<file path="src/rtl/supmon_pkg.sv">
package supmon_pkg;
   localparam int unsigned REG_W         = 8;
   localparam logic        ADDR_CTRL     = 1'b0;
   localparam logic        ADDR_SRC      = 1'b1;
   localparam int unsigned CTRL_EN_BIT   = 7;
   localparam int unsigned CTRL_STAT_BIT = 6;
   localparam int unsigned SRC_SEL_BIT   = 1;
   localparam int unsigned SRC_FLAG_BIT  = 0;

   typedef struct packed {
      logic en;
      logic sel;
      logic flag;
   } supmon_state_t;
endpackage

</file>
<file path="src/rtl/supmon_sync.sv">
module supmon_sync #(
   parameter int unsigned STAGES  = 2,
   parameter bit          RST_VAL = 1'b0
) (
   input  logic clk,
   input  logic rst_n,
   input  logic d,
   output logic q
);
   if (STAGES < 2) begin : g_bad_stages
      $error("supmon_sync: STAGES must be at least 2");
   end

   logic [STAGES-1:0] chain;

   always_ff @(posedge clk or negedge rst_n) begin
      if (!rst_n) chain <= {STAGES{RST_VAL}};
      else        chain <= {chain[STAGES-2:0], d};
   end

   assign q = chain[STAGES-1];
endmodule

</file>
<file path="src/rtl/supmon_turnon.sv">
module supmon_turnon #(
   parameter int unsigned CYCLES = 64
) (
   input  logic clk,
   input  logic rst_n,
   input  logic en,
   input  logic restart,
   output logic stable
);
   if (CYCLES == 0) begin : g_instant
      assign stable = en;
   end else begin : g_count
      localparam int unsigned W = $clog2(CYCLES + 1);
      localparam logic [W-1:0] LIMIT = W'(CYCLES);
      logic [W-1:0] cnt;

      always_ff @(posedge clk or negedge rst_n) begin
         if (!rst_n)               cnt <= '0;
         else if (restart || !en)  cnt <= '0;
         else if (cnt != LIMIT)    cnt <= cnt + 1'b1;
      end

      assign stable = en && (cnt == LIMIT);

      a_r10_disable_clears: assert property (@(posedge clk) disable iff (!rst_n)
         !en |=> !stable);
   end
endmodule

</file>
<file path="src/rtl/supmon_stretch.sv">
module supmon_stretch #(
   parameter int unsigned MIN = 16
) (
   input  logic clk,
   input  logic rst_n,
   input  logic cause,
   output logic rst_n_o
);
   if (MIN < 1) begin : g_bad_min
      $error("supmon_stretch: MIN must be at least 1");
   end

   localparam int unsigned W = $clog2(MIN + 1);
   localparam logic [W-1:0] LOAD = W'(MIN);
   logic [W-1:0] cnt;

   always_ff @(posedge clk or negedge rst_n) begin
      if (!rst_n)         cnt <= LOAD;
      else if (cause)     cnt <= LOAD;
      else if (cnt != '0) cnt <= cnt - 1'b1;
   end

   assign rst_n_o = (cnt == '0);

   a_r6_cause_asserts: assert property (@(posedge clk) disable iff (!rst_n)
      cause |=> !rst_n_o);
endmodule

</file>
<file path="src/rtl/supmon_rst_ctrl.sv">
module supmon_rst_ctrl
   import supmon_pkg::*;
#(
   parameter int unsigned TURNON_CYCLES  = 64,
   parameter int unsigned MIN_RST_CYCLES = 16,
   parameter int unsigned SYNC_STAGES    = 2
) (
   input  logic             clk,
   input  logic             por_n,
   input  logic             sw_rst_req,
   input  logic             supply_ok_raw,
   input  logic             reg_wr,
   input  logic             reg_addr,
   input  logic [REG_W-1:0] reg_wdata,
   output logic [REG_W-1:0] reg_rdata,
   output logic             sys_rst_n
);
   if (SYNC_STAGES != 2) begin : g_bad_sync
      $error("supmon_rst_ctrl: the status latency is defined for two stages");
   end
   if (MIN_RST_CYCLES < 1) begin : g_bad_min
      $error("supmon_rst_ctrl: MIN_RST_CYCLES must be at least 1");
   end

   supmon_state_t st;
   logic          supply_ok;
   logic          stable;
   logic          ctrl_wr, src_wr;
   logic          restart;
   logic          early_sel, low_hold, cause;
   logic          wdata_unused;

   assign wdata_unused = ^{reg_wdata[CTRL_STAT_BIT:SRC_SEL_BIT+1], reg_wdata[SRC_FLAG_BIT]};

   supmon_sync #(.STAGES(SYNC_STAGES), .RST_VAL(1'b0)) u_sync (
      .clk   (clk),
      .rst_n (por_n),
      .d     (supply_ok_raw),
      .q     (supply_ok)
   );

   assign ctrl_wr = reg_wr && (reg_addr == ADDR_CTRL);
   assign src_wr  = reg_wr && (reg_addr == ADDR_SRC);
   assign restart = ctrl_wr && reg_wdata[CTRL_EN_BIT] && !st.en;

   supmon_turnon #(.CYCLES(TURNON_CYCLES)) u_turnon (
      .clk     (clk),
      .rst_n   (por_n),
      .en      (st.en),
      .restart (restart),
      .stable  (stable)
   );

   assign early_sel = src_wr && reg_wdata[SRC_SEL_BIT] && !stable;
   assign low_hold  = st.en && st.sel && !supply_ok;
   assign cause     = low_hold || early_sel || sw_rst_req;

   always_ff @(posedge clk or negedge por_n) begin
      if (!por_n) begin
         st.en   <= 1'b1;
         st.sel  <= 1'b0;
         st.flag <= 1'b1;
      end else begin
         if (ctrl_wr) st.en  <= reg_wdata[CTRL_EN_BIT];
         if (src_wr)  st.sel <= reg_wdata[SRC_SEL_BIT];
         if (cause)   st.flag <= 1'b0;
      end
   end

   supmon_stretch #(.MIN(MIN_RST_CYCLES)) u_stretch (
      .clk     (clk),
      .rst_n   (por_n),
      .cause   (cause),
      .rst_n_o (sys_rst_n)
   );

   always_comb begin
      reg_rdata = '0;
      if (reg_addr == ADDR_CTRL) begin
         reg_rdata[CTRL_EN_BIT]   = st.en;
         reg_rdata[CTRL_STAT_BIT] = supply_ok;
      end else begin
         reg_rdata[SRC_SEL_BIT]  = st.sel;
         reg_rdata[SRC_FLAG_BIT] = st.flag;
      end
   end

   a_r4_enable_kept: assert property (@(posedge clk) disable iff (!por_n)
      !ctrl_wr |=> $stable(st.en));

   a_r7_early_select: assert property (@(posedge clk) disable iff (!por_n)
      (src_wr && reg_wdata[SRC_SEL_BIT] && !(st.en && stable)) |=> !sys_rst_n);

   a_r8_flag_cleared: assert property (@(posedge clk) disable iff (!por_n)
      sw_rst_req |=> !st.flag);

   a_r9_sw_reset: assert property (@(posedge clk) disable iff (!por_n)
      sw_rst_req |=> !sys_rst_n);

   a_r5_reset_has_cause: assert property (@(posedge clk) disable iff (!por_n)
      $fell(sys_rst_n) |-> $past(cause));
endmodule

</file>
<file path="config.mk">
export PLATFORM = sky130hd
export DESIGN_NAME = supmon_rst_ctrl
export DESIGN_NICKNAME = d
export VERILOG_FILES = /design/src/rtl/supmon_pkg.sv /design/src/rtl/supmon_sync.sv /design/src/rtl/supmon_turnon.sv /design/src/rtl/supmon_stretch.sv /design/src/rtl/supmon_rst_ctrl.sv
export SDC_FILE = /design/constraint.sdc
export NUM_CORES = 1
export LEC_CHECK = 0
export CAP_MARGIN = 20
export CORE_MARGIN = 1.5
export CORE_UTILIZATION = 51
export DETAILED_ROUTE_END_ITERATION = 8
export PLACE_DENSITY_LB_ADDON = 0.15
export SLEW_MARGIN = 5
export SYNTH_ARGS = -nofsm -noshare
export SYNTH_HDL_FRONTEND = slang
export SYNTH_SLANG_ARGS = --single-unit
export TNS_END_PERCENT = 1
</file>
<file path="constraint.sdc">
create_clock -name clk -period 2.8 [get_ports clk]
set_input_delay 0.42 -clock clk [delete_from_list [all_inputs] [get_ports clk]]
set_output_delay 0.42 -clock clk [all_outputs]
set_load 0.1 [all_outputs]
</file>
==> results_dict.tcl <==
set metrics [dict create \
    status "complete, no violations" \
    synth_commonest_cells "14 x dfrtp_1, 7 x inv_1, 6 x a21oi_1, 6 x nand2_1, 6 x nor2_1" \
    yosysWarnings 0 \
    placementRows 15 \
    place_congestion 0.8491 \
    synth_area_per_cell_sq_um 10.24 \
    synth_cell_types 33 \
    final_layout_size_suffix_gt1_share_pct 17.48 \
    clock_skew_ps 0.5451 \
    grt_first_pass_wirelength_um 2511 \
    cts_htree_levels 1 \
    maxCapViolations 0 \
    worst_ep_arrival_time_ps 1680 \
    grt_util_all_layers_pct 17.33 \
    yosysTopAreaCellShare_pct 38.89 \
    rsz0062_at_grt "no" \
    clock_latency_ps 290 \
    grt_start_max_net_pins 18 \
    core_sq_um 1689 \
    nNetsFinal 121 \
    clk_pin_slew_ps 90 \
    finalCritPeriodShare_pct 74.89 \
    grt_pass1_vias 619 \
    io_buffer_count 12 \
    synth_area_leaders "dfrtp_1 39%, dfstp_2 8.8%, ha_1 4.2%, a21oi_1 3.3%, buf_4 3.3%" \
    powerDensity_nw_per_um2 672.4 \
    end_kind "primary output" \
    cts_max_path_buffers 2 \
    setup_viol 0 \
    post_drt_via_cell_ratio 5.600 \
    cts_sinks 17 \
    drt_iter0_markers 14 \
    initial_core_util_pct 53.33 \
    postLayoutCellArea_sq_um 1037 \
    syn_to_final_growth_pct 15.14 \
    required_ps 2380 \
    synthesis.area_sq_um 900.9 \
    max-vdd-ir-drop_uv 410.8 \
    die_h_um 45.03 \
    netlist_instances 88 \
    ys_seq_area_share_pct 47.64 \
    synth_most_common_cell "dfrtp_1" \
    drv_slew 0 \
    final_cell_count_no_fill 120 \
    max_freq_mhz 476.9 \
    antenna_left 0 \
    hold_class "flip-flop to flip-flop" \
    cp_max_fo 4 \
    placed_cells 116 \
    cellLeakagePower_nw 0.4515 \
    die_w_um 45.03 \
    worst_slew_pin_slew_ps 715.4 \
    routed-via-count 672 \
    ctsResizeCount 0 \
    drtPass1Iterations 5 \
    min_period_ps 2097 \
    drc 0 \
    post_dp_cell_area_sq_um 1011 \
    cts_hold_buf 0 \
    hold_violations 0 \
    diodes 0 \
    ys_ff_latch 17 \
    synth_edf_count 0 \
    num_io_pins 23 \
    dieArea_sq_um 2028 \
    wire_per_inst_um 13.25 \
    crit_type "flip-flop to primary output" \
    maxSlewHeadroom_pct 52.16 \
    fin_tns_setup_ps 0 \
    hpwlAfterDp_um 1161 \
    async_flop_share_pct 100.0 \
    numCtsBuffers 3 \
    overflow 0 \
    cts_root_buffer "clkbuf_4" \
    crit_path_start_kind "flip-flop" \
    synthFlopType "dfrtp_1" \
    antenna_found_initial 0 \
    cts_tree "yes" \
    post-cts-setup-buffers 0 \
    routed_wirelength_um 1590 \
    yosysTopAreaCell "dfrtp_1" \
]
worst max-delay path: stages, from the launching register on:
cell and delay [ps]:
dfrtp_1 390, inv_1 90, ha_1 240, nor4b_4 310, buf_4 350
routing by layer:
layer	track usage [%]	vias to the layer above	wire (um)
met1	22.14	320	783
met2	28.57	19	702
met5	0	-	0
met3	2.400	5	65
li1	-	328	-
met4	8.824	0	40
cell families (layout without fill, tap and decap cells):
kind of cell | after synthesis | in the layout | share of synthesized area [%]
DFF | 17 | 17 | 47.64
xor gates and xnor gates | 3 | 3 | 2.917
and+or+nand+nor | 34 | 34 | 22.50
other | 1 | 4 | 0.4163
AOI/OAI and AO/OA | 16 | 16 | 13.33
muxes | 2 | 2 | 2.361
adders and majority gates | 3 | 3 | 4.167
buffers and inverters | 12 | 24 | 6.667
registers in the layout, indices dropped and copies added, names as in the netlist:
| signal | cells |
|---|---|
| st | 3 |
| u_stretch.cnt | 5 |
| u_sync.chain | 2 |
| u_turnon.g_count.cnt | 7 |
power breakdown:
group	internal (mW)	switching [mW]	leakage (nW)
Sequential	0.283	0.0367	0.215
Clock	0.0555	0.0758	0.0150
Combinational	0.0966	0.150	0.221
through the flow:
stage	power (mW)	hold slack, ps	util, %	setup slack, ps
finish	0.6975	366.8	61.41	703.0
global route	0.7356	388.7	61.41	610.6
CTS	0.7026	366.7	61.41	695.2
detailed placement	0.5694	344.8	59.85	950.9
global placement	0.5594	335.0	59.85	953.7
floorplan	0.5201	124.4	-	359.3
cells in the final DEF (no fill, tap or decap):
| cell | n |
|---|---|
| nand2b_1 | 3 |
| inv_1 | 7 |
| conb_1 | 4 |
| nand3_1 | 4 |
| xnor2_1 | 1 |
| dfrtp_1 | 14 |
| nor2_1 | 6 |
| a211oi_1 | 1 |
| o31ai_1 | 1 |
| nor4b_4 | 1 |
| nor3b_1 | 1 |
| clkbuf_4 | 3 |
| clkbuf_1 | 1 |
| o21ba_2 | 1 |
| mux2_2 | 1 |
| and2_1 | 2 |
| ha_1 | 3 |
| and3_1 | 1 |
| a21oi_1 | 6 |
| nor3_1 | 5 |
| and4bb_2 | 1 |
| nand2_1 | 6 |
| nand3b_1 | 1 |
| a211o_1 | 1 |
| clkdlybuf4s50_1 | 7 |
| nand4bb_1 | 1 |
| buf_4 | 5 |
| clkinv_1 | 1 |
| a31oi_4 | 1 |
| o21ai_0 | 2 |
| mux2i_1 | 1 |
| xor2_1 | 2 |
| dfstp_2 | 3 |
| or3_1 | 2 |
| o211ai_1 | 1 |
| a31o_2 | 2 |
layout make-up:
| type | count | area, sq um |
|---|---|---|
| clock buffers | 4 | 26.28 |
| fillers | 145 | 651.9 |
| inverters | 8 | 30.03 |
| multi-input cells | 62 | 422.9 |
| flip-flops and latches | 17 | 429.2 |
| well taps | 17 | 21.27 |
| repair buffers | 12 | 107.6 |
final timing paths:
path	slack (ps)	endpoint	from	cells after the start
worst min-delay path	370	u_sync.chain[1]	u_sync.chain[0]	0
worst min register to register	370	u_sync.chain[1]	u_sync.chain[0]	0
worst max-delay path	700	sys_rst_n	u_stretch.cnt[0]	4
worst max register to register	1190	u_stretch.cnt[1]	u_stretch.cnt[0]	5
min in group asynchronous	550	u_stretch.cnt[3]	por_n	1
max in group asynchronous	1810	u_turnon.g_count.cnt[3]	por_n	1
Note: power is estimated with default switching activity, not from simulation.
